File: src/rtl/ffd_pkg.sv
package ffd_pkg;
   localparam int WORD_W = 32;

   typedef enum logic [2:0] {
      ST_IDLE,
      ST_PICK,
      ST_DESC,
      ST_DATA,
      ST_HOLD,
      ST_FIN
   } ffd_state_t;

   function automatic int ch_bits(input int n);
      return (n > 1) ? $clog2(n) : 1;
   endfunction
endpackage

File: src/rtl/ffd_chan_bank.sv
module ffd_chan_bank
   import ffd_pkg::*;
#(
   parameter int NUM_CH = 2,
   parameter int AW     = 32,
   localparam int CH_W  = ch_bits(NUM_CH)
) (
   input  logic                          clk,
   input  logic                          rst_n,
   input  logic                          load,
   input  logic [NUM_CH-1:0][AW-1:0]     start_ptr,
   input  logic                          adv,
   input  logic [CH_W-1:0]               adv_ch,
   input  logic [AW-1:0]                 adv_link,
   input  logic                          frame_done,
   input  logic [WORD_W-1:0]             frame_tag,
   output logic [NUM_CH-1:0][AW-1:0]     cur_ptr,
   output logic [NUM_CH-1:0]             eof,
   output logic [NUM_CH-1:0][WORD_W-1:0] tag
);
   for (genvar c = 0; c < NUM_CH; c++) begin : g_ch
      logic hit;
      assign hit = adv && (adv_ch == CH_W'(c));

      always_ff @(posedge clk) begin
         if (!rst_n) begin
            cur_ptr[c] <= '0;
            eof[c]     <= 1'b0;
            tag[c]     <= '0;
         end else begin
            eof[c] <= 1'b0;
            if (load) begin
               cur_ptr[c] <= start_ptr[c];
            end else if (hit) begin
               cur_ptr[c] <= adv_link;
               if (frame_done) begin
                  tag[c] <= frame_tag;
                  eof[c] <= 1'b1;
               end
            end
         end
      end
   end
endmodule

File: src/rtl/ffd_engine.sv
module ffd_engine
   import ffd_pkg::*;
#(
   parameter int NUM_CH  = 2,
   parameter int AW      = 32,
   parameter int LEN_W   = 21,
   parameter int PAL_BIT = 26,
   parameter int PAL_AW  = 8,
   localparam int CH_W   = ch_bits(NUM_CH),
   localparam int CNT_W  = LEN_W - 2
) (
   input  logic                      clk,
   input  logic                      rst_n,
   input  logic                      enable,
   input  logic                      dual_scan,
   input  logic [NUM_CH-1:0][AW-1:0] cur_ptr,
   output logic                      load,
   output logic                      adv,
   output logic [CH_W-1:0]           adv_ch,
   output logic [AW-1:0]             adv_link,
   output logic                      frame_done,
   output logic [WORD_W-1:0]         frame_tag,
   output logic                      mem_req,
   output logic [AW-1:0]             mem_addr,
   input  logic                      mem_ack,
   input  logic [WORD_W-1:0]         mem_rdata,
   output logic                      pix_valid,
   input  logic                      pix_ready,
   output logic [WORD_W-1:0]         pix_data,
   output logic [CH_W-1:0]           pix_chan,
   output logic                      pal_we,
   output logic [PAL_AW-1:0]         pal_addr,
   output logic [WORD_W-1:0]         pal_wdata,
   output logic                      active
);
   ffd_state_t        state;
   logic [CH_W-1:0]   cur, nxt_cur;
   logic [1:0]        widx;
   logic [AW-1:0]     link_q, src_q, addr_q;
   logic [WORD_W-1:0] tag_q;
   logic [CNT_W-1:0]  remain;
   logic              is_pal;
   logic [PAL_AW-1:0] pal_idx;

   if (NUM_CH == 1) begin : g_one_ch
      assign nxt_cur = '0;
   end else begin : g_rotate
      assign nxt_cur = dual_scan ? CH_W'(cur + 1'b1) : cur;
   end

   always_comb begin
      load       = (state == ST_IDLE) && enable;
      adv        = (state == ST_FIN);
      adv_ch     = cur;
      adv_link   = link_q;
      frame_done = (state == ST_FIN) && !is_pal;
      frame_tag  = tag_q;
      mem_req    = (state == ST_DESC) || (state == ST_DATA);
      mem_addr   = (state == ST_DESC) ? cur_ptr[cur] + AW'({widx, 2'b00}) : addr_q;
      pix_chan   = cur;
      active     = (state != ST_IDLE);
   end

   always_ff @(posedge clk) begin
      if (!rst_n) begin
         state     <= ST_IDLE;
         cur       <= '0;
         widx      <= '0;
         link_q    <= '0;
         src_q     <= '0;
         addr_q    <= '0;
         tag_q     <= '0;
         remain    <= '0;
         is_pal    <= 1'b0;
         pal_idx   <= '0;
         pix_valid <= 1'b0;
         pix_data  <= '0;
         pal_we    <= 1'b0;
         pal_addr  <= '0;
         pal_wdata <= '0;
      end else begin
         pal_we <= 1'b0;
         unique case (state)
            ST_IDLE: begin
               cur <= '0;
               if (enable) state <= ST_PICK;
            end
            ST_PICK: begin
               widx <= '0;
               state <= enable ? ST_DESC : ST_IDLE;
            end
            ST_DESC: if (mem_ack) begin
               widx <= widx + 2'd1;
               unique case (widx)
                  2'd0: link_q <= AW'(mem_rdata);
                  2'd1: src_q  <= AW'(mem_rdata);
                  2'd2: tag_q  <= mem_rdata;
                  default: begin
                     addr_q  <= src_q;
                     remain  <= mem_rdata[LEN_W-1:2];
                     is_pal  <= mem_rdata[PAL_BIT];
                     pal_idx <= '0;
                     state   <= (mem_rdata[LEN_W-1:2] == '0) ? ST_FIN : ST_DATA;
                  end
               endcase
            end
            ST_DATA: if (mem_ack) begin
               addr_q <= addr_q + AW'(4);
               remain <= remain - CNT_W'(1);
               if (is_pal) begin
                  pal_we    <= 1'b1;
                  pal_addr  <= pal_idx;
                  pal_wdata <= mem_rdata;
                  pal_idx   <= pal_idx + PAL_AW'(1);
                  if (remain == CNT_W'(1)) state <= ST_FIN;
               end else begin
                  pix_valid <= 1'b1;
                  pix_data  <= mem_rdata;
                  state     <= ST_HOLD;
               end
            end
            ST_HOLD: if (pix_ready) begin
               pix_valid <= 1'b0;
               state     <= (remain == '0) ? ST_FIN : ST_DATA;
            end
            default: begin
               cur   <= nxt_cur;
               state <= ST_PICK;
            end
         endcase
      end
   end
endmodule

File: src/rtl/frame_fetch_dma.sv
module frame_fetch_dma
   import ffd_pkg::*;
#(
   parameter int NUM_CH  = 2,
   parameter int AW      = 32,
   parameter int LEN_W   = 21,
   parameter int PAL_BIT = 26,
   parameter int PAL_AW  = 8,
   localparam int CH_W   = ch_bits(NUM_CH)
) (
   input  logic                          clk,
   input  logic                          rst_n,
   input  logic                          enable,
   input  logic                          dual_scan,
   input  logic [NUM_CH-1:0][AW-1:0]     start_ptr,
   output logic                          mem_req,
   output logic [AW-1:0]                 mem_addr,
   input  logic                          mem_ack,
   input  logic [WORD_W-1:0]             mem_rdata,
   output logic                          pix_valid,
   input  logic                          pix_ready,
   output logic [WORD_W-1:0]             pix_data,
   output logic [CH_W-1:0]               pix_chan,
   output logic                          pal_we,
   output logic [PAL_AW-1:0]             pal_addr,
   output logic [WORD_W-1:0]             pal_wdata,
   output logic [NUM_CH-1:0]             eof,
   output logic [NUM_CH-1:0][WORD_W-1:0] frame_id,
   output logic                          active
);
   if (NUM_CH < 1 || NUM_CH > 2) begin : g_bad_ch
      $error("frame_fetch_dma: NUM_CH must be 1 or 2");
   end
   if (LEN_W < 3 || LEN_W > PAL_BIT) begin : g_bad_len
      $error("frame_fetch_dma: LEN_W must lie in 3..PAL_BIT");
   end
   if (PAL_BIT > WORD_W - 1 || AW > WORD_W) begin : g_bad_cmd
      $error("frame_fetch_dma: PAL_BIT and AW must fit a descriptor word");
   end

   logic                      load, adv, frame_done;
   logic [CH_W-1:0]           adv_ch;
   logic [AW-1:0]             adv_link;
   logic [WORD_W-1:0]         frame_tag;
   logic [NUM_CH-1:0][AW-1:0] cur_ptr;

   ffd_chan_bank #(.NUM_CH(NUM_CH), .AW(AW)) u_bank (
      .clk(clk), .rst_n(rst_n), .load(load), .start_ptr(start_ptr),
      .adv(adv), .adv_ch(adv_ch), .adv_link(adv_link),
      .frame_done(frame_done), .frame_tag(frame_tag),
      .cur_ptr(cur_ptr), .eof(eof), .tag(frame_id)
   );

   ffd_engine #(.NUM_CH(NUM_CH), .AW(AW), .LEN_W(LEN_W), .PAL_BIT(PAL_BIT),
                .PAL_AW(PAL_AW)) u_eng (
      .clk(clk), .rst_n(rst_n), .enable(enable), .dual_scan(dual_scan),
      .cur_ptr(cur_ptr), .load(load), .adv(adv), .adv_ch(adv_ch),
      .adv_link(adv_link), .frame_done(frame_done), .frame_tag(frame_tag),
      .mem_req(mem_req), .mem_addr(mem_addr), .mem_ack(mem_ack),
      .mem_rdata(mem_rdata), .pix_valid(pix_valid), .pix_ready(pix_ready),
      .pix_data(pix_data), .pix_chan(pix_chan), .pal_we(pal_we),
      .pal_addr(pal_addr), .pal_wdata(pal_wdata), .active(active)
   );
endmodule

File: config.mk
export PLATFORM = sky130hd
export DESIGN_NAME = frame_fetch_dma
export DESIGN_NICKNAME = d
export VERILOG_FILES = /design/src/rtl/ffd_pkg.sv /design/src/rtl/ffd_chan_bank.sv /design/src/rtl/ffd_engine.sv /design/src/rtl/frame_fetch_dma.sv
export SDC_FILE = /design/constraint.sdc
export NUM_CORES = 1
export LEC_CHECK = 0
export CAP_MARGIN = 20
export CORE_UTILIZATION = 54
export CTS_BUF_LIST = sky130_fd_sc_hd__clkbuf_16
export CTS_CLUSTER_SIZE = 12
export DETAILED_ROUTE_END_ITERATION = 7
export PLACE_DENSITY = 0.83
export SYNTH_ARGS = -nofsm -noshare
export SYNTH_HDL_FRONTEND = slang
export SYNTH_HIERARCHICAL = 1
export SYNTH_SLANG_ARGS = --single-unit
File: constraint.sdc
create_clock -name clk -period 3.9 [get_ports clk]
set_input_delay 0.39 -clock clk [delete_from_list [all_inputs] [get_ports clk]]
set_output_delay 0.39 -clock clk [all_outputs]
set_load 0.05 [all_outputs]
==> impl_metrics.sql <==
INSERT INTO impl_metrics (metric_group, metric, value, unit) VALUES
('global_route', 'grt_start_max_net_pins', '136', ''),
('layout', 'area_growth_syn_to_layout', '24.94', '%'),
('worst_hold_path', 'min_delay_path_depth', '2', ''),
('floorplan', 'die_width', '177.5', 'um'),
('worst_setup_path', 'critical_path.cell_chain', 'mux2_2, ha_1, inv_1, fa_1, o21ai_0, clkdlybuf4s50_1', ''),
('global_route', 'grt_pass1_vias', '15200', ''),
('synthesis', 'postSynthAreaPerCell', '8.065', 'sq um'),
('worst_setup_path', 'worstPathBufferInverterCount', '2', ''),
('timing', 'final_min_period_over_clock_period', '98.48', '%'),
('place', 'placement.cell_area', '19640', 'sq um'),
('synthesis', 'ys_seq_area_share', '44.04', '%'),
('timing', 'final_period_minus_worst_setup_slack', '3.841', 'ns'),
('clock_tree', 'cts-root-buf', 'sky130_fd_sc_hd__clkbuf_16', ''),
('synthesis', 'synthesized_flop_and_latch_total', '366', ''),
('synthesis', 'synth_top_area_share', '44.04', '%'),
('drt', 'drtPass1Iterations', '6', ''),
('synthesis', 'post_synth_top_area_cell', 'sky130_fd_sc_hd__dfxtp_1', ''),
('pwr', 'power_per_cell_area', '465.2', 'nW/um^2'),
('synthesis', 'synthesized_area_fraction_occupied_by_xor_and_xnor_cells', '1.211', '%'),
('synthesis', 'total_nets_after_synthesis', '2177', ''),
('layout', 'finish.net_count', '2374', ''),
('worst_setup_path', 'setup.worst_path.class', 'register to output pin', ''),
('synthesis', 'dominantRegCellSynth', 'sky130_fd_sc_hd__dfxtp_1', ''),
('worst_hold_path', 'hp-class', 'primary input to register', ''),
('timing', 'skew', '0.01636', 'ns'),
('worst_setup_path', 'timing.critical_path.max_delay_family', 'buffers and inverters', ''),
('drt', 'remaining_drc_errors', '0', ''),
('place', 'dp_hpwl', '38590', 'um'),
('synthesis', 'post-synth-top-count-cell', 'sky130_fd_sc_hd__nand2_1', ''),
('worst_setup_path', 'reg2regPathDepth', '5', ''),
('synthesis', 'yosys-top-cells-area', 'sky130_fd_sc_hd__dfxtp_1 44%, sky130_fd_sc_hd__nand2_1 11%, sky130_fd_sc_hd__a21oi_1 7.8%', ''),
('drt', 'routed_via_density', '6.182', ''),
('job', 'maxCapViolCount', '0', ''),
('worst_setup_path', 'path_depth', '6', ''),
('synthesis', 'synth-compound-area-share', '21.00', '%'),
('timing', 'rsz0062_at_grt', 'false', ''),
('timing', 'maxClockFrequency', '0.2604', 'GHz'),
('clock_tree', 'clock_sinks', '366', ''),
('drt', 'detail_route.iter0.violations', '2016', ''),
('status', 'outcome', 'finished, final reports clean', ''),
('place', 'gp_routability_congestion', '0.9154', ''),
('timing', 'setup_violations', '0', ''),
('clock_tree', 'htree_levels', '2', ''),
('layout', 'finish.instance_area', '20790', 'sq um'),
('clock_tree', 'tritoncts', 'done', ''),
('synthesis', 'netlist_instances', '2063', ''),
('floorplan', 'start_util', '55.55', '%'),
('drt', 'drt-wirelength-per-cell', '21.67', 'um'),
('floorplan', 'std_cell_rows', '63', ''),
('floorplan', 'boundaryPins', '277', ''),
('synthesis', 'ys_top_cells_by_count', '470 x sky130_fd_sc_hd__nand2_1, 366 x sky130_fd_sc_hd__dfxtp_1, 258 x sky130_fd_sc_hd__a21oi_1', ''),
('synthesis', 'yosysWarnings', '6', ''),
('timing', 'slew-limit-headroom', '29.05', '%'),
('drt', 'dr_total_vias', '16510', ''),
('synthesis', 'synth_fa_ha_area_share', '0.9475', '%'),
('synthesis', 'async_sr_flop_fraction', '0', '%'),
('synthesis', 'synth_simple_gate_area_share', '21.04', '%'),
('clock_tree', 'clock_latency', '0.53', 'ns'),
('clock_tree', 'post_cts.repair.setup_buffers', '0', ''),
('place', 'port_buffers', '276', ''),
('floorplan', 'die_area', '31520', 'sq um'),
('drt', 'detail-route-antenna-nets', '0', ''),
('clock_tree', 'clk_pin_slew_worst_paths', '0.06', 'ns'),
('global_route', 'antenna_violations_before_repair', '1', ''),
('timing', 'totalNegativeSetupSlack', '0', 'ns'),
('worst_setup_path', 'endpoint_kind', 'output pin', ''),
('synthesis', 'synth-edff-count', '0', ''),
('synthesis', 'synth.lib_cells_used.distinct', '79', ''),
('layout', 'drive_gt1_share', '7.500', '%'),
('clock_tree', 'post_cts_hold_buffer_count', '0', ''),
('pwr', 'p_leak', '0.007131', 'uW');
==> worst paths after layout <==
check / endpoint / slack [ns] / startpoint
worst max-delay path: mem_addr[3] / 0.06 / u_eng/adv_ch
worst min-delay path: u_bank/cur_ptr[28] / 0.22 / rst_n
worst max register to register: u_eng/addr_q[14] / 1.14 / u_eng/state[1]
worst min register to register: u_eng/src_q[13] / 0.45 / u_eng/src_q[13]
==> metal layers <==
| metal | track usage (%) | vias up | share of wire (%) |
|---|---|---|---|
| met5 | 0 | - | 0 |
| met4 | 16.88 | 0 | 4.9 |
| met1 | 47.92 | 7764 | 41 |
| li1 | - | 7675 | - |
| met2 | 54.69 | 905 | 44 |
| met3 | 7.391 | 167 | 10 |
==> cell type report <==
| cell class | instances | area (sq um) | share of cell area [%] |
|---|---|---|---|
| tap | 390 | 488.0 | 2.347 |
| clock inverter | 22 | 167.7 | 0.8066 |
| antenna | 1 | 2.502 | 0.01204 |
| timing repair buffer | 331 | 3312 | 15.93 |
| sequential | 366 | 7330 | 35.26 |
| clock buffer | 39 | 975.9 | 4.695 |
| inverter | 14 | 57.56 | 0.2769 |
| multi-input combinational | 1508 | 8454 | 40.67 |
==> layout by cell type, fill, tap and decap left out, drive strengths merged, types with 6 or more instances in the layout <==
cell type      Yosys  routed
a211oi            21      21
a21oi            258     258
a311oi            17      17
a31oi              6       6
and2              11      11
and3               9       9
and4               7       7
buf               72      81
clkbuf           103      39
clkdlybuf4s50      0     248
clkinv             0      11
dfxtp            366     366
ha                11      11
inv               14      22
mux2              10      10
mux2i             93      93
nand2            470     470
nand3            103     103
nand3b            10      10
nand4             27      27
nand4b             6       6
nor2              58      58
nor3              31      31
nor4              11      11
o211ai             6       6
o21a               8       8
o21ai            192     192
o22ai              8       8
o311a             33      33
o31ai              8       8
or3               11      11
xnor2             12      12
xor2              11      11
==> power breakdown <==
group / internal [uW] / switching (uW)
combinational: 762 / 1310
sequential: 3950 / 232
clock: 1940 / 1480
total: 6650 / 3020
==> through the flow <==
step	total power (uW)	utilization, %	worst slack, ns	hold slack (ns)	std cells
3_3_place_gp	6219	65.57	0.6149	0.4360	2609
4_1_cts	9649	69.38	0.09021	0.2147	2670
5_1_grt	9985	69.40	0.06759	0.2152	2671
3_5_place_dp	6257	65.57	0.6146	0.4453	2609
2_1_floorplan	5567	-	0.06685	0.4320	2063
6_report	9671	69.40	0.05919	0.2230	2671
==> cells by family (layout without fill, tap and decap cells) <==
kind of cell               Yosys count  after routing
AOI/OAI and AO/OA                  594            594
xor gates and xnor gates            23             23
adders and majority gates           12             12
buffers and inverters              189            406
DFF                                366            366
muxes                              103            103
other                                0              1
and+or+nand+nor                    776            776
==> sequential cells by signal (all words and copies together) (netlist names) <==
signal	flops
u_bank/cur_ptr	64
u_bank/tag	64
u_eng/addr_q	32
u_eng/adv_link	32
u_eng/frame_tag	32
u_eng/pal_wdata	32
u_eng/pix_data	32
u_eng/src_q	32
u_eng/remain	19
u_eng/pal_addr	8
u_eng/pal_idx	8
u_eng/state	3
u_bank/eof	2
u_eng/widx	2
u_eng/adv_ch	1
u_eng/is_pal	1
u_eng/pal_we	1
u_eng/pix_valid	1
==> timing repair <==
item,4_1_cts,5_1_grt
gates cloned,0,0
endpoints found under the setup margin,1,1
endpoints found under the hold margin,0,0
gates resized for setup,1,1
(Power assumes the default switching activity.)
